$ cat src/rtl/secaddr_pkg.sv
package secaddr_pkg;

  // Width of a block number built from the 8-bit task-file bytes
  localparam int unsigned TF_BLK_W = 28;
  localparam int unsigned TF_CYL_W = 16;
  localparam int unsigned DEF_SECTOR_BYTES = 512;

  typedef struct packed {
    logic [7:0] dh;
    logic [7:0] cyl_hi;
    logic [7:0] cyl_lo;
    logic [7:0] sect;
  } taskfile_t;

  typedef enum logic [2:0] {
    ST_IDLE,
    ST_SETUP,
    ST_MUL_CH,
    ST_MUL_CS,
    ST_MUL_SZ
  } xl_state_t;

endpackage

$ cat src/rtl/secaddr_tf_decode.sv
module secaddr_tf_decode
  import secaddr_pkg::*;
#(
  parameter int unsigned HEAD_W = 4,
  parameter int unsigned SPT_W  = 8
) (
  input  taskfile_t              tf,
  input  logic [HEAD_W-1:0]      heads,
  input  logic [SPT_W-1:0]       spt,
  output logic                   drive,
  output logic                   lba,
  output logic [TF_BLK_W-1:0]    lba_blk,
  output logic [TF_CYL_W-1:0]    cyl,
  output logic [3:0]             head,
  output logic [7:0]             sect,
  output logic                   chs_err
);

  logic unused_dh_bits;

  always_comb begin
    drive   = tf.dh[4];
    lba     = tf.dh[6];
    head    = tf.dh[3:0];
    sect    = tf.sect;
    cyl     = {tf.cyl_hi, tf.cyl_lo};
    lba_blk = {tf.dh[3:0], tf.cyl_hi, tf.cyl_lo, tf.sect};
    // geometric mode needs a non-empty geometry and a one-based sector
    chs_err = !tf.dh[6] &&
              ((heads == '0) || (spt == '0) || (tf.sect == 8'd0));
  end

  assign unused_dh_bits = ^{tf.dh[7], tf.dh[5]};

endmodule

$ cat src/rtl/secaddr_shift_mul.sv
module secaddr_shift_mul #(
  parameter int unsigned A_W = 28,
  parameter int unsigned B_W = 13,
  localparam int unsigned P_W = A_W + B_W
) (
  input  logic           clk,
  input  logic           rst,
  input  logic           go,
  input  logic [A_W-1:0] a,
  input  logic [B_W-1:0] b,
  output logic           done,
  output logic [P_W-1:0] p
);

  logic           run;
  logic [P_W-1:0] acc;
  logic [P_W-1:0] mcand;
  logic [B_W-1:0] mplier;

  always_ff @(posedge clk) begin
    if (rst) begin
      run    <= 1'b0;
      done   <= 1'b0;
      acc    <= '0;
      mcand  <= '0;
      mplier <= '0;
    end else begin
      done <= 1'b0;
      if (go) begin
        run    <= 1'b1;
        acc    <= '0;
        mcand  <= P_W'(a);
        mplier <= b;
      end else if (run) begin
        if (mplier == '0) begin
          // remaining multiplier bits are zero: the sum is final
          run  <= 1'b0;
          done <= 1'b1;
        end else begin
          if (mplier[0]) acc <= acc + mcand;
          mcand  <= mcand << 1;
          mplier <= mplier >> 1;
        end
      end
    end
  end

  assign p = acc;

endmodule

$ cat src/rtl/secaddr_xlate.sv
module secaddr_xlate
  import secaddr_pkg::*;
#(
  parameter int unsigned HEAD_W = 4,
  parameter int unsigned SPT_W  = 8,
  parameter int unsigned SSZ_W  = 13
) (
  input  logic                        clk,
  input  logic                        rst,
  input  logic                        start,
  input  logic [7:0]                  sect_num,
  input  logic [7:0]                  cyl_lo,
  input  logic [7:0]                  cyl_hi,
  input  logic [7:0]                  drv_head,
  input  logic [HEAD_W-1:0]           geo_heads,
  input  logic [SPT_W-1:0]            geo_spt,
  input  logic [SSZ_W-1:0]            geo_bytes,
  output logic                        drive_sel,
  output logic                        busy,
  output logic                        done,
  output logic                        geo_err,
  output logic [TF_BLK_W+SSZ_W-1:0]   byte_off
);

  localparam int unsigned OFF_W = TF_BLK_W + SSZ_W;

  xl_state_t          state;
  taskfile_t          tf_q;
  logic [SPT_W-1:0]   spt_q;
  logic [SSZ_W-1:0]   size_q;
  logic [SSZ_W-1:0]   size_eff;
  logic               done_q;
  logic               err_q;
  logic [OFF_W-1:0]   off_q;

  logic                dec_drive;
  logic                dec_lba;
  logic [TF_BLK_W-1:0] dec_blk;
  logic [TF_CYL_W-1:0] dec_cyl;
  logic [3:0]          dec_head;
  logic [7:0]          dec_sect;
  logic                dec_err;

  logic                mul_go;
  logic [TF_BLK_W-1:0] mul_a;
  logic [SSZ_W-1:0]    mul_b;
  logic                mul_done;
  logic [OFF_W-1:0]    mul_p;

  secaddr_tf_decode #(
    .HEAD_W (HEAD_W),
    .SPT_W  (SPT_W)
  ) u_dec (
    .tf      (tf_q),
    .heads   (geo_heads),
    .spt     (geo_spt),
    .drive   (dec_drive),
    .lba     (dec_lba),
    .lba_blk (dec_blk),
    .cyl     (dec_cyl),
    .head    (dec_head),
    .sect    (dec_sect),
    .chs_err (dec_err)
  );

  secaddr_shift_mul #(
    .A_W (TF_BLK_W),
    .B_W (SSZ_W)
  ) u_mul (
    .clk  (clk),
    .rst  (rst),
    .go   (mul_go),
    .a    (mul_a),
    .b    (mul_b),
    .done (mul_done),
    .p    (mul_p)
  );

  assign size_eff = (geo_bytes == '0) ? SSZ_W'(DEF_SECTOR_BYTES) : geo_bytes;

  // Operand steering: every product goes through the one shared multiplier
  always_comb begin
    mul_go = 1'b0;
    mul_a  = '0;
    mul_b  = '0;
    unique case (state)
      ST_SETUP: begin
        if (!dec_err) begin
          mul_go = 1'b1;
          if (dec_lba) begin
            mul_a = dec_blk;
            mul_b = size_eff;
          end else begin
            mul_a = TF_BLK_W'(dec_cyl);
            mul_b = SSZ_W'(geo_heads);
          end
        end
      end
      ST_MUL_CH: begin
        if (mul_done) begin
          mul_go = 1'b1;
          mul_a  = mul_p[TF_BLK_W-1:0] + TF_BLK_W'(dec_head);
          mul_b  = SSZ_W'(spt_q);
        end
      end
      ST_MUL_CS: begin
        if (mul_done) begin
          mul_go = 1'b1;
          // one-based sector: subtract one after the track term
          mul_a  = mul_p[TF_BLK_W-1:0] + TF_BLK_W'(dec_sect) - TF_BLK_W'(1);
          mul_b  = size_q;
        end
      end
      default: ;
    endcase
  end

  always_ff @(posedge clk) begin
    if (rst) begin
      state  <= ST_IDLE;
      tf_q   <= '0;
      spt_q  <= '0;
      size_q <= '0;
      done_q <= 1'b0;
      err_q  <= 1'b0;
      off_q  <= '0;
    end else begin
      done_q <= 1'b0;
      err_q  <= 1'b0;
      unique case (state)
        ST_IDLE: begin
          if (start) begin
            tf_q  <= '{dh: drv_head, cyl_hi: cyl_hi, cyl_lo: cyl_lo,
                       sect: sect_num};
            state <= ST_SETUP;
          end
        end
        ST_SETUP: begin
          spt_q  <= geo_spt;
          size_q <= size_eff;
          if (dec_err) begin
            done_q <= 1'b1;
            err_q  <= 1'b1;
            off_q  <= '0;
            state  <= ST_IDLE;
          end else if (dec_lba) begin
            state <= ST_MUL_SZ;
          end else begin
            state <= ST_MUL_CH;
          end
        end
        ST_MUL_CH: if (mul_done) state <= ST_MUL_CS;
        ST_MUL_CS: if (mul_done) state <= ST_MUL_SZ;
        ST_MUL_SZ: begin
          if (mul_done) begin
            off_q  <= mul_p;
            done_q <= 1'b1;
            state  <= ST_IDLE;
          end
        end
        default: state <= ST_IDLE;
      endcase
    end
  end

  assign drive_sel = dec_drive;
  assign busy      = (state != ST_IDLE);
  assign done      = done_q;
  assign geo_err   = err_q;
  assign byte_off  = off_q;

endmodule

$ cat config.mk
export PLATFORM = sky130hd
export DESIGN_NAME = secaddr_xlate
export DESIGN_NICKNAME = d
export VERILOG_FILES = /design/src/rtl/secaddr_pkg.sv /design/src/rtl/secaddr_tf_decode.sv /design/src/rtl/secaddr_shift_mul.sv /design/src/rtl/secaddr_xlate.sv
export SDC_FILE = /design/constraint.sdc
export NUM_CORES = 1
export LEC_CHECK = 0
export BUFFER_PORTS_ARGS = -buffer_cell sky130_fd_sc_hd__buf_2
export CAP_MARGIN = 20
export CORE_ASPECT_RATIO = 0.5
export CORE_MARGIN = 2
export CORE_UTILIZATION = 61
export CTS_CLUSTER_DIAMETER = 200
export DETAILED_ROUTE_END_ITERATION = 7
export PLACE_DENSITY = 0.88
export SETUP_SLACK_MARGIN = 0.3
export SLEW_MARGIN = 20
export SYNTH_ARGS = -nofsm -noshare
export SYNTH_HDL_FRONTEND = slang
export SYNTH_HIERARCHICAL = 1
export SYNTH_SLANG_ARGS = --single-unit
$ cat constraint.sdc
create_clock -name clk -period 3.4 [get_ports clk]
set_input_delay 0.85 -clock clk [delete_from_list [all_inputs] [get_ports clk]]
set_output_delay 0.85 -clock clk [all_outputs]
set_load 0.05 [all_outputs]
---- Word level (Yosys, flattened, before mapping) ----
Cells that the tools add are included.
word-level totals
  bits in registers ....................... 195
  latch bits .............................. 0
  memory bits (writable) .................. 0
  ROM bits ................................ 0
  bits of input ports ..................... 60
  output and inout bits ................... 45
  logic and storage cells ................. 92
  memories kept ........................... 0
cells by class
  add/subtract/negate cells ............... 4
  multiply operators ...................... 0
  div/mod/pow operators ................... 0
  magnitude comparators ................... 0
  eq/ne operators ......................... 10
  shift-type cells ........................ 0
  muxes and demuxes ....................... 36
  bitwise logic cells ..................... 3
  reduce and logical (&&, ||, !) cells .... 23
operators with widths
  operator                                                              number
  28-bit 2-to-1 mux                                                     7
  13-bit 2-to-1 mux                                                     7
  28-bit case mux with 3 select lines                                   1
  41-bit 2-to-1 mux                                                     2
  41-bit case mux with 2 select lines                                   1
  41-bit adder                                                          1
  13-bit case mux with 3 select lines                                   1
  28-bit by 4-bit adder with 28-bit output                              1
  28-bit by 8-bit adder with 28-bit output                              1
  28-bit by 1-bit subtractor with 28-bit output, second input constant  1
  13-bit logical NOT                                                    2
  3-bit 2-to-1 mux                                                      6
  8-bit logical NOT                                                     2
  3-bit case mux with 5 select lines                                    1
  8-bit 2-to-1 mux                                                      1
  1-bit 2-to-1 mux                                                      7
  3-bit by 2-bit == test with 1-bit output, second input constant       2
  2-bit by 1-bit != test with 1-bit output, second input constant       3
  2-bit != test, second input constant                                  3
  2-bit AND reduction                                                   3
  3-bit AND reduction                                                   2
  2-bit OR reduction                                                    3
  4-bit logical NOT                                                     1
  1-bit case mux with 2 select lines                                    2
  other kinds (11)                                                      15

---- Logic depth before layout (Yosys ltp) ----
  depth in word-level cells ............... 8
  depth in mapped cells ................... 15
  depth with buffers taken out ............ 14

---- By module ----
The synthesis kept the hierarchy.
modules (own cells, without submodules)
  module             times used  cells an instance  area an instance (um2)  seq. area each (um2)
  secaddr_xlate      1           841                6532.5                  1981.9
  secaddr_shift_mul  1           825                6050.8                  1941.9
  secaddr_tf_decode  1           66                 493.0                   0.0

---- Worst setup path before layout ----
Ideal clock, no wire load.
  path type ............................... register -> register
  start ................................... register u_mul.acc[1] (netlist: u_mul/p[1])
  end ..................................... register u_mul.mcand[19]
  library setup time ...................... 0.128 ns
  arrival time ............................ 2.768 ns
  data required time ...................... 3.272 ns
  slack ................................... 0.505 ns
  cell stages (with the launch flop) ...... 15
  buffers on the path ..................... 0
  period minus slack after synthesis ...... 2.895 ns
  path through ............................ dfxtp_1 > inv_1 > ha_1 > inv_1 > ha_1 > fa_1 > a211oi_1 > o21ai_0 > nand3b_1 > a31oi_1 > a211oi_1 > xor2_1 > o21ai_0 > a21oi_1 > nor2_1
on the way
  word-level cells in the longest chain between the ends .. 5
  elaborated cells between the ends (all ways) .. 7
  classes of those cells .................. 3 x add/sub; 4 x mux
ends and longest elaborated chain
  element                                        RTL line                 source
  from (decl)                                    secaddr_shift_mul.sv:16  logic [P_W-1:0] acc;
  from (signal assigned)                         secaddr_shift_mul.sv:40  if (mplier[0]) acc <= acc + mcand;
  28-bit by 8-bit adder with 28-bit output       secaddr_xlate.sv:110     mul_a = mul_p[TF_BLK_W-1:0] + TF_BLK_W'(dec_sect) - TF_BLK_W'(1);
  28-bit by 1-bit subtractor with 28-bit output  secaddr_xlate.sv:110
  28-bit 2-to-1 mux                              secaddr_xlate.sv:107     if (mul_done) begin
  28-bit case mux with 3 select lines *          secaddr_xlate.sv:86      unique case (state)
  via mul_a[19]                                  secaddr_xlate.sv:45      logic [TF_BLK_W-1:0] mul_a;
  28-bit 2-to-1 mux *                            secaddr_shift_mul.sv:29  if (go) begin
  to (signal assigned)                           secaddr_shift_mul.sv:32  mcand <= P_W'(a);
  to (signal assigned)                           secaddr_shift_mul.sv:41  mcand <= mcand << 1;
  to (decl)                                      secaddr_shift_mul.sv:17  logic [P_W-1:0] mcand;
The timed path passes the listed nets; every way through them passes the cells marked *.
A chain may end at the register's enable or synchronous reset.

---- Final worst setup path ----
  start ................................... register u_mul.acc[0] (netlist: u_mul/p[0])
  end ..................................... register u_mul.acc[40] (netlist: u_mul/p[40])
on the way
  word-level cells in the longest chain between the ends .. 1
ends and longest elaborated chain
  element       RTL line
  41-bit adder  secaddr_shift_mul.sv:40
No other way between the ends.

==> flow_metrics.env <==
export IMPL_diodes=0
export IMPL_grt_ovfl_total=0
export IMPL_cp_start_kind="flip-flop"
export IMPL_final_setup_skew_ns=0.0106
export IMPL_use_met3=0.0840
export IMPL_path_class="reg2reg"
export IMPL_hold_end="size_q[8]"
export IMPL_vias=12700
export IMPL_grt_pass1_vias=11400
export IMPL_portBuffers=102
export IMPL_mappedNetlistArea_um2=13000
export IMPL_setup_viol=0
export IMPL_dp_hpwl_um=27100
export IMPL_drt_wirelength_per_cell_um=18.5
export IMPL_r2r_cells=11
export IMPL_cts_buffers=17
export IMPL_drtPass1Iterations=8
export IMPL_root_buffer="clkbuf_16"
export IMPL_final_cell_mix="nand2_1 (318), a21oi_1 (235), dfxtp_1 (184), nor2_1 (110), buf_2 (101)"
export IMPL_cp_arrival_ns=3.49
export IMPL_cts_sinks=194
export IMPL_max_slew_margin=0.282
export IMPL_cts_hold_buf=0
export IMPL_final_cells=2034
export IMPL_die_w_um=211
export IMPL_ctsLongestPathBuffers=2
export IMPL_power_density_nw_per_um2=373
export IMPL_syn_nets=1883
export IMPL_drive_above_1_share=0.150
export IMPL_gp_congestion=1.01
export IMPL_via_per_inst=6.23
export IMPL_power_frac_comb=0.175
export IMPL_start_util=0.627
export IMPL_htreeDepth=4
export IMPL_reg2reg_to="u_mul/p[40]"
export IMPL_syn2layout_area_growth_pct=9.91
export IMPL_path_clk_slew_ns=0.07
export IMPL_yosysWarnings=6
export IMPL_grt_start_max_net_pins=60
export IMPL_synthCells=1724
export IMPL_cp_max_fo=4
export IMPL_grt_pass1_wl_um=59600
export IMPL_drt_total_wl_um=37700
export IMPL_finalCritPeriodShare=0.917
export IMPL_r2r_start="u_mul/p[0]"
export IMPL_power_internal_uw=3680
export IMPL_max_freq_ghz=0.321
export IMPL_hold_violations=0
export IMPL_busiest_layer="met2"
export IMPL_p_clk_frac=0.371
export IMPL_rsz0062_at_grt="true"
export IMPL_holdPathStages=2
export IMPL_min_delay_start="size_q[8]"
export IMPL_antenna_found_initial=0
export IMPL_peakVddDrop_v=0.000671
export IMPL_drv_cap=0
export IMPL_cts_tree="built"
export IMPL_status="finished with violations"
export IMPL_failed_checks="DRC"
export IMPL_grtUsageMet1=0.463
export IMPL_netSwitchingPower_uw=1650
export IMPL_antenna_left=0
export IMPL_fin_crit_ns=3.12
export IMPL_critPathRequiredTime_ns=3.77
export IMPL_tightest_slew_ns=1.08
export IMPL_rows=37
export IMPL_nets=1907
export IMPL_p_leak_uw=0.00613
export IMPL_coreArea_um2=20700
export IMPL_final_common_cell="nand2_1"
export IMPL_grtUsageTotal=0.334
export IMPL_synth_avg_cell_area_um2=7.55
export IMPL_drc=1
export IMPL_finalSetupTns_ns=0
export IMPL_r2r_slack_ns=0.28
export IMPL_die_h_um=107
export IMPL_seq_power_share=0.454
export IMPL_drtIter0Drc=1641
export IMPL_die_area_um2=22600
export IMPL_dp_cells=1985
export IMPL_ioPinCount=105
export IMPL_drv_slew=0
export IMPL_hold_class="reg2reg"
export IMPL_grt_use_met2=0.505
export IMPL_switching_share=0.310
export IMPL_worstSkewPairLatency_ns=0.47
export IMPL_worstSetupEndpointType="flip-flop"
[timing repair]
| action | CTS | global route |
|---|---|---|
| setup buffers | 2 | 14 |
| resized for setup | 6 | 32 |
| pin swaps | 6 | 25 |
| endpoints found under the setup margin | 9 | 29 |
[how the worst max path moves through the flow]
stage | end | cells past startpoint | start
after global placement | u_mul/p[40] | 11 | u_mul/p[0]
final | u_mul/p[40] | 11 | u_mul/p[0]
after CTS | u_mul/p[40] | 11 | u_mul/p[0]
after floorplan | u_mul/mcand[19] | 14 | u_mul/p[1]
after detailed placement | u_mul/p[40] | 11 | u_mul/p[0]
after global routing | u_mul/p[40] | 11 | u_mul/p[0]
[layout make-up]
type	instances	area (µm²)
clock buffers	19	453
clock inverters	13	118
fillers	1722	6440
inverters	74	278
multi-input cells	1293	8180
flip-flops and latches	194	3900
well taps	273	342
repair buffers	168	1030
[registers in the layout (all words and copies together) (netlist names)]
| signal | cells |
|---|---|
| state | 3 |
| size_q | 13 |
| u_mul/mcand | 41 |
| u_mul/p | 41 |
| u_mul/mplier | 13 |
| geo_err | 1 |
| byte_off | 41 |
| spt_q | 8 |
| u_mul/run | 1 |
| u_mul/done | 1 |
| done | 1 |
| tf_q | 30 |
[per-stage QoR]
| step | power [µW] | setup slack [ns] | cell area [µm²] | hold WS, ns | util |
|---|---|---|---|---|---|
| floorplan | 3100 | 0.505 | 13000 | 0.436 | - |
| global placement | 3300 | 0.251 | 13400 | 0.442 | 0.648 |
| detailed placement | 3310 | 0.170 | 13400 | 0.448 | 0.648 |
| CTS | 5270 | 0.211 | 14100 | 0.458 | 0.678 |
| global route | 5520 | 0.176 | 14300 | 0.470 | 0.689 |
| finish | 5330 | 0.283 | 14300 | 0.458 | 0.689 |
[worst max-delay path, stage by stage (launching register included)]
cell and delay, ns:
dfxtp_4 0.36, ha_4 0.16, fa_2 0.42, a211o_1 0.35, a211oi_2 0.33, nor3b_4 0.12
a21oi_4 0.22, o22ai_4 0.12, o41ai_4 0.37, mux2i_1 0.29, a21oi_1 0.10, o21a_1 0.17
[per-layer routing]
layer	part of all wire	wire length (µm)
met4	0.025	940
met5	0	0
met2	0.43	16200
met3	0.11	4180
met1	0.44	16400
[power groups by stage]
stage | logic [µW] | clock network, µW | registers [µW]
2_1_floorplan | 671 | 0 | 2430
3_3_place_gp | 836 | 0 | 2460
3_5_place_dp | 846 | 0 | 2460
4_1_cts | 856 | 2000 | 2410
5_1_grt | 1010 | 2090 | 2420
6_report | 932 | 1980 | 2420
Note: power is estimated with default switching activity, not from simulation.
